`config.mk`:
```
export PLATFORM = sky130hd
export DESIGN_NAME = cnv_hostif
export DESIGN_NICKNAME = d
export VERILOG_FILES = /design/src/rtl/cnv_hostif_pkg.sv /design/src/rtl/cnv_rst_sync.sv /design/src/rtl/cnv_cfg_store.sv /design/src/rtl/cnv_result_store.sv /design/src/rtl/cnv_read_fmt.sv /design/src/rtl/cnv_hostif.sv
export SDC_FILE = /design/constraint.sdc
export NUM_CORES = 1
export LEC_CHECK = 0
export ABC_AREA = 0
export BUFFER_PORTS_ARGS = -buffer_cell sky130_fd_sc_hd__clkbuf_2
export CORE_MARGIN = 4
export CORE_UTILIZATION = 41
export DETAILED_ROUTE_END_ITERATION = 8
export HOLD_SLACK_MARGIN = 0.12
export PLACE_DENSITY = 0.75
export SLEW_MARGIN = 30
export SYNTH_ARGS = -nofsm -noshare
export SYNTH_HDL_FRONTEND = slang
export SYNTH_SLANG_ARGS = --single-unit
```
`constraint.sdc`:
```
create_clock -name clk -period 1.2 [get_ports clk]
set_clock_uncertainty 0.15 [all_clocks]
set_input_delay 0.12 -clock clk [delete_from_list [all_inputs] [get_ports clk]]
set_output_delay 0.12 -clock clk [all_outputs]
set_load 0.05 [all_outputs]
```
`src/rtl/cnv_hostif_pkg.sv`:
```
package cnv_hostif_pkg;
  // configuration bit positions that other logic decodes
  localparam int unsigned BW_BIT  = 12;
  localparam int unsigned HB_BIT  = 7;
  localparam int unsigned SE_BIT  = 6;

  typedef enum logic {
    RP_LOW  = 1'b0,
    RP_HIGH = 1'b1
  } rd_phase_e;
endpackage

```
`src/rtl/cnv_rst_sync.sv`:
```
module cnv_rst_sync #(
  parameter int unsigned STAGES = 2
) (
  input  logic clk,
  input  logic rst_n,
  output logic rst_sync_n
);
  logic [STAGES-1:0] chain_q;

  always_ff @(posedge clk or negedge rst_n) begin
    if (!rst_n) chain_q <= '0;
    else        chain_q <= {chain_q[STAGES-2:0], 1'b1};
  end

  assign rst_sync_n = chain_q[STAGES-1];
endmodule

```
`src/rtl/cnv_cfg_store.sv`:
```
module cnv_cfg_store #(
  parameter int unsigned REG_W   = 13,
  parameter int unsigned BYTE_W  = 8,
  parameter int unsigned BW_POS  = 12,
  parameter int unsigned HB_POS  = 7,
  parameter logic [REG_W-1:0] RST_VAL = 13'h0100
) (
  input  logic             clk,
  input  logic             rst_n,
  input  logic             wr_hit,
  input  logic [REG_W-1:0] wbits,
  output logic [REG_W-1:0] cfg_q
);
  localparam int unsigned UPR_W = REG_W - BYTE_W;

  logic [REG_W-1:0] cfg_d;

  always_comb begin
    cfg_d = cfg_q;
    if (cfg_q[BW_POS]) begin
      cfg_d = wbits;
    end else if (cfg_q[HB_POS]) begin
      cfg_d[REG_W-1:BYTE_W] = wbits[UPR_W-1:0];
      cfg_d[HB_POS]         = 1'b0;
    end else begin
      cfg_d[BYTE_W-1:0] = wbits[BYTE_W-1:0];
    end
  end

  always_ff @(posedge clk or negedge rst_n) begin
    if (!rst_n)      cfg_q <= RST_VAL;
    else if (wr_hit) cfg_q <= cfg_d;
  end
endmodule

```
`src/rtl/cnv_result_store.sv`:
```
module cnv_result_store #(
  parameter int unsigned REG_W = 13
) (
  input  logic             clk,
  input  logic             rst_n,
  input  logic             load,
  input  logic             clamp_neg,
  input  logic [REG_W-1:0] din,
  output logic [REG_W-1:0] res_q
);
  logic [REG_W-1:0] res_d;

  always_comb begin
    res_d = din;
    if (clamp_neg && din[REG_W-1]) res_d = '0;
  end

  always_ff @(posedge clk or negedge rst_n) begin
    if (!rst_n)    res_q <= '0;
    else if (load) res_q <= res_d;
  end
endmodule

```
`src/rtl/cnv_read_fmt.sv`:
```
module cnv_read_fmt
  import cnv_hostif_pkg::*;
#(
  parameter int unsigned DATA_W = 16,
  parameter int unsigned REG_W  = 13,
  parameter int unsigned BYTE_W = 8
) (
  input  logic              clk,
  input  logic              rst_n,
  input  logic              rd_hit,
  input  logic              wide,
  input  logic              load,
  input  logic [REG_W-1:0]  res_q,
  output logic [DATA_W-1:0] rdata,
  output logic [1:0]        data_oe
);
  localparam int unsigned UPR_W   = REG_W - BYTE_W;
  localparam int unsigned XPAD_W  = BYTE_W - UPR_W;
  localparam int unsigned WPAD_W  = DATA_W - REG_W;
  localparam int unsigned NHI_W   = DATA_W - BYTE_W;

  rd_phase_e phase_q, phase_d;
  logic      sign;

  assign sign = res_q[REG_W-1];

  always_comb begin
    phase_d = phase_q;
    if (load)                 phase_d = RP_LOW;
    else if (rd_hit && !wide) phase_d = (phase_q == RP_LOW) ? RP_HIGH : RP_LOW;
  end

  always_ff @(posedge clk or negedge rst_n) begin
    if (!rst_n) phase_q <= RP_LOW;
    else        phase_q <= phase_d;
  end

  always_comb begin
    rdata   = '0;
    data_oe = 2'b00;
    if (rd_hit) begin
      data_oe[0] = 1'b1;
      data_oe[1] = wide;
      if (wide)
        rdata = {{WPAD_W{1'b0}}, res_q};
      else if (phase_q == RP_LOW)
        rdata = {{NHI_W{1'b0}}, res_q[BYTE_W-1:0]};
      else
        rdata = {{NHI_W{1'b0}}, {XPAD_W{sign}}, res_q[REG_W-1:BYTE_W]};
    end
  end
endmodule

```
`src/rtl/cnv_hostif.sv`:
```
module cnv_hostif
  import cnv_hostif_pkg::*;
#(
  parameter int unsigned DATA_W = 16,
  parameter int unsigned REG_W  = 13,
  parameter int unsigned BYTE_W = 8,
  parameter logic [12:0] CFG_RST = 13'h0100
) (
  input  logic              clk,
  input  logic              rst_n,
  input  logic              cs_n,
  input  logic              wr_n,
  input  logic              rd_n,
  input  logic [DATA_W-1:0] wdata,
  output logic [DATA_W-1:0] rdata,
  output logic [1:0]        data_oe,
  input  logic              res_valid,
  input  logic [REG_W-1:0]  res_word,
  output logic [REG_W-1:0]  cfg_word
);
  logic             rst_sync_n;
  logic             wr_hit;
  logic             rd_hit;
  logic [REG_W-1:0] res_q;
  logic             wdata_unused;

  assign wr_hit       = !cs_n && !wr_n;
  assign rd_hit       = !cs_n && !rd_n;
  assign wdata_unused = ^wdata[DATA_W-1:REG_W];

  cnv_rst_sync #(.STAGES(2)) u_rst (
    .clk        (clk),
    .rst_n      (rst_n),
    .rst_sync_n (rst_sync_n)
  );

  cnv_cfg_store #(
    .REG_W   (REG_W),
    .BYTE_W  (BYTE_W),
    .BW_POS  (BW_BIT),
    .HB_POS  (HB_BIT),
    .RST_VAL (CFG_RST)
  ) u_cfg (
    .clk    (clk),
    .rst_n  (rst_sync_n),
    .wr_hit (wr_hit),
    .wbits  (wdata[REG_W-1:0]),
    .cfg_q  (cfg_word)
  );

  cnv_result_store #(.REG_W(REG_W)) u_res (
    .clk       (clk),
    .rst_n     (rst_sync_n),
    .load      (res_valid),
    .clamp_neg (cfg_word[SE_BIT]),
    .din       (res_word),
    .res_q     (res_q)
  );

  cnv_read_fmt #(
    .DATA_W (DATA_W),
    .REG_W  (REG_W),
    .BYTE_W (BYTE_W)
  ) u_rd (
    .clk     (clk),
    .rst_n   (rst_sync_n),
    .rd_hit  (rd_hit),
    .wide    (cfg_word[BW_BIT]),
    .load    (res_valid),
    .res_q   (res_q),
    .rdata   (rdata),
    .data_oe (data_oe)
  );
endmodule

```
==> out/qor.txt, run 1 <==
run status -> did not finish
last stage reached -> 5_1_grt
tool error message -> [ERROR GRT-0232] Routing congestion too high. Check the congestion heatmap in the GUI.
flop and latch count out of synthesis -> 29
Boundary Pins -> 66
number of synthesized flops with an enable pin -> 0
Horiz. Die Dim -> 66.4 um
routability congestion estimate -> 0.960
maximum count of clock buffers along a single path -> 2
starting density of the core -> 0.443
H-Tree Level Count -> 2
die span in y -> 66.4 um
pin count of the biggest net entering global routing -> 28
Post-synth top flop -> dfrtp_1
async set or reset register ratio after synthesis -> 1.00
WEP type -> top-level output
number of unique standard cell types used by synthesis -> 31
cell chosen for the clock root -> clkbuf_4
GRT repair_timing worst endpoint -> rdata[6]
number of rows in the core area -> 20
number of instances in the synthesized netlist -> 145
number of CTS-inserted buffers -> 5
post-placement worst setup slack -> -0.262 ns
Num Clock Sinks -> 29
sum of net half-perimeters after detailed placement -> 2920 um
Seq/Total Area, Yosys -> 0.521
antenna violations before repair -> 1
number of buffer cells added on primary ports -> 59
GRT Util Overall -> 0.698
mean post-synth cell area -> 9.63 um2
total congestion overflow after global routing -> 19
area of the mapped netlist -> 1400 um2
warnings from Yosys -> 0
-- kinds of logic after synthesis --
| logic type | Yosys count | synth area share |
|---|---|---|
| mux | 11 | 0.0851 |
| simple gates | 40 | 0.132 |
| xor+xnor | 1 | 0.00627 |
| flops | 29 | 0.521 |
| buf+inv | 28 | 0.0995 |
| other cells | 2 | 0.00538 |
| compound gates | 34 | 0.151 |
-- cell usage after synthesis, types with 2 or more instances --
cell type,instances,area [um2]
a22oi_1,4,30.0
a21oi_1,4,20.0
and3_1,5,31.3
nand2_1,21,78.8
o22ai_1,2,12.5
o21ai_0,17,85.1
nor2_1,6,22.5
buf_4,6,45.0
inv_1,14,52.6
clkbuf_1,2,7.51
mux2i_1,4,40.0
conb_1,2,7.51
a2bb2oi_1,4,35.0
mux2_2,7,78.8
buf_2,3,15.0
dfrtp_1,28,701
inv_2,2,7.51
-- through the flow --
step / instances / utilization / cell area, um2 / hold slack (ns) / setup TNS [ns]
floorplan: 147 / - / 1540 / -0.326 / -5.23
global placement: 255 / 0.677 / 2140 / -0.245 / -4.07
detailed placement: 255 / 0.677 / 2140 / -0.244 / -4.52
CTS: 306 / 0.902 / 2850 / 0.0715 / -12.70
-- per-layer routing --
metal | GRT usage | GRT overflow
met5 | 0.0139 | 0
met4 | 0.713 | 4
met3 | 0.526 | 2
met2 | 0.845 | 13
met1 | 0.725 | 0
-- timing repair --
| item | CTS |
|---|---|
| hold buffers | 32 |
| hold endpoints to repair | 55 |
| pin swaps | 6 |
| gates resized for setup | 54 |
| setup endpoints to repair | 40 |
| buffers inserted | 11 |
==> run 2, diff against run 1 <==
Settings changed: CORE_UTILIZATION 41 to 35, HOLD_SLACK_MARGIN 0.12 to not set, PLACE_DENSITY 0.75 to not set, PLACE_DENSITY_LB_ADDON set to 0.15.
Clock period 1.2 ns to 1.6 ns, I/O delays scaled along.
==> run 2 against run 1 <==
Effect of this change:
- area after synthesis is the same
- synthesized cell count is the same
- the flow now finishes, with violations (setup timing)
==> out/qor.txt, run 2 <==
iteration-0 DRC count of the detailed router -> 72
PnR Total Power -> 0.00260 W
Critical Path End Type -> primary output
number of failing hold endpoints at the final stage -> 0
DRC violation count after routing -> 0
count of final max-slew check failures -> 0
Crit Path Category -> flop to primary output
number of CTS-inserted buffers -> 5 (unchanged)
mean post-synth cell area -> 9.63 um2 (unchanged)
data required time of the worst path -> 1.29 ns
unrepaired setup endpoints after global routing -> true
maximum net fanout on the critical path -> 4
cell chosen for the clock root -> clkbuf_8
DP Area -> 1850 um2 (-13%)
arrival time reported for the critical path endpoint -> 1.43 ns
share of layout cells above drive strength 1 -> 0.417
startpoint types -> flop
first-pass GRT wire length -> 6040 um
number of nets still failing antenna checks after routing -> 0
total congestion overflow after global routing -> 0
flop and latch count out of synthesis -> 29 (unchanged)
warnings from Yosys -> 0 (unchanged)
setup-violating endpoint count in the final report -> 8
cell type contributing the most total cell area after synthesis -> dfrtp_1
via count of the routed design -> 1262
max-capacitance violation count -> 0
wire length after detailed routing -> 3650 um
routability congestion estimate -> 0.769 (-20%)
cell with the most instances after synthesis -> dfrtp_1
Horiz. Die Dim -> 71.2 um (+7.2%)
GRT Util Overall -> 0.152
final worst slack -> -0.135 ns
violations in the final reports -> setup timing
Num Clock Sinks -> 29 (unchanged)
antenna violations before repair -> 0
number of buffer cells added on primary ports -> 59 (unchanged)
total core area -> 3770 um2
clock slew seen by the registers of the worst setup and hold paths -> 0.06 ns
vias in the first global route -> 1281
number of iterations in the first detailed-routing pass -> 4
Worst Hold Slack -> 0.00497 ns
per-cell routed wire length -> 13.1 um
Seq/Total Area, Yosys -> 0.521 (unchanged)
number of rows in the core area -> 22 (+10%)
proportion of netlist area held by the largest area contributor -> 0.502 (unchanged)
clk_lat worst skew -> 0.27 ns
ratio of total power to cell area -> 1150 nW/um2
starting density of the core -> 0.370 (-0.0726)
Boundary Pins -> 66 (unchanged)
run status -> finished with violations
sum of net half-perimeters after detailed placement -> 2630 um (-10%)
CTS tree -> done
Setup TNS -> -0.814 ns
H-Tree Level Count -> 2 (unchanged)
number of synthesized flops with an enable pin -> 0 (unchanged)
leakage power -> 1.11 nW
area of the mapped netlist -> 1400 um2 (unchanged)
Core Util, Final -> 0.597
Area contributors post-synth -> dfrtp_1 (50%), o21ai_0 (6.1%), mux2_2 (5.6%)
type of the worst min-delay path -> primary input to flop
final worst path period share -> 1.08
area of the die -> 5060 um2
vias per cell -> 4.54
number of unique standard cell types used by synthesis -> 31 (unchanged)
layout overhead on the synthesized area -> 61.3%
Fmax achieved -> 0.576 GHz
top library cells by usage in the layout, fill and taps aside -> clkbuf_2 (45), dfrtp_1 (26), dlygate4sd3_1 (22), nand2_1 (21), o21ai_0 (17)
async set or reset register ratio after synthesis -> 1.00 (unchanged)
pin count of the biggest net entering global routing -> 18
IR drop worst, VDD -> 0.000553 V
die span in y -> 71.2 um (+7.2%)
final antenna diode count -> 0
leading registers by flop count -> u_cfg.cfg_q (13), u_res.res_q (13), u_rst.chain_q (2)
final period demand of the worst path -> 1.74 ns
number of fill cells -> 329
maximum count of clock buffers along a single path -> 2 (unchanged)
Post-synth top flop -> dfrtp_1
final-stage net count -> 265
synth cell count leaders -> dfrtp_1 (28), nand2_1 (21), o21ai_0 (17), inv_1 (14), mux2_2 (7)
number of instances in the synthesized netlist -> 145 (unchanged)
leading cell type in the layout, fill and taps excluded -> clkbuf_2
final standard cell area without fillers -> 2250 um2
==> run 2: final timing paths <==
kind / from / endpoint / slack, ns / depth (start not counted)
worst max-delay path: u_cfg.cfg_q[12]$_DFFE_PN0P_ / rdata[7] / -0.14 / 4
worst min-delay path: wdata[12] / u_cfg.cfg_q[12]$_DFFE_PN0P_ / 0.005 / 3
worst max register to register: u_cfg.cfg_q[12]$_DFFE_PN0P_ / u_cfg.cfg_q[3]$_DFFE_PN0P_ / 0.09 / 3
worst min register to register: u_rst.chain_q[1]$_DFF_PN0_ / u_res.res_q[1]$_DFFE_PN0P_ / 0.05 / 0
max in group asynchronous: u_rst.chain_q[1]$_DFF_PN0_ / u_cfg.cfg_q[8]$_DFFE_PN1P_ / 0.72 / 1
min in group asynchronous: u_rst.chain_q[1]$_DFF_PN0_ / u_res.res_q[1]$_DFFE_PN0P_ / 0.05 / 0
==> run 2: layer usage <==
metal	routed length [um]	vias to the layer above	GRT usage
li1	-	636	-
met1	1580	584	0.189
met2	1800	35	0.243
met3	206	7	0.0554
met4	61	0	0.0501
met5	0	-	0
==> run 2: report_power, final <==
part	internal, W	total (W)	switching (W)
clock network	0.000340	0.000580	0.000240
logic	0.000353	0.00103	0.000677
registers	0.000881	0.000985	0.000104
total	0.00157	0.00260	0.00102
==> run 2: worst max-delay path: stages, from the launching register on <==
cell	delay, ns
dfrtp_2	0.39
nand2b_4	0.16
or2_4	0.29
a21oi_4	0.16
buf_12	0.15
==> run 2: cell type report <==
| cell class | count | area [um2] | share of cell area |
|---|---|---|---|
| clock buffer | 7 | 86.3 | 0.0383 |
| inverter | 16 | 60.1 | 0.0267 |
| multi-input combinational | 90 | 601 | 0.267 |
| sequential | 29 | 729 | 0.324 |
| tap | 48 | 60.1 | 0.0267 |
| timing repair buffer | 88 | 716 | 0.318 |
==> run 2: repair_timing <==
action / 4_1_cts / 5_1_grt
gates resized for setup: 11 / 14
endpoints found under the hold margin: 23 / 0
buffers inserted: 2 / 0
hold buffers: 22 / 0
pin swaps: 2 / 1
setup endpoints to repair: 8 / 13
==> run 2: logic make-up (layout without fill, tap and decap cells) <==
kind of cell	count (synthesis)	count (layout)	synth area share
xor gates and xnor gates	1	1	0.00627
and+or+nand+nor	40	40	0.132
muxes	11	11	0.0851
DFF	29	29	0.521
other	2	4	0.00538
buffers and inverters	28	111	0.0995
AOI/OAI and AO/OA	34	34	0.151
==> run 2: stage by stage <==
| step | cells | setup slack [ns] |
|---|---|---|
| 2_1_floorplan | 147 | -0.179 |
| 3_3_place_gp | 247 | 0.102 |
| 3_5_place_dp | 247 | 0.0820 |
| 4_1_cts | 278 | -0.160 |
| 5_1_grt | 278 | -0.195 |
| 6_report | 278 | -0.135 |
Note: power is estimated with default switching activity, not from simulation.
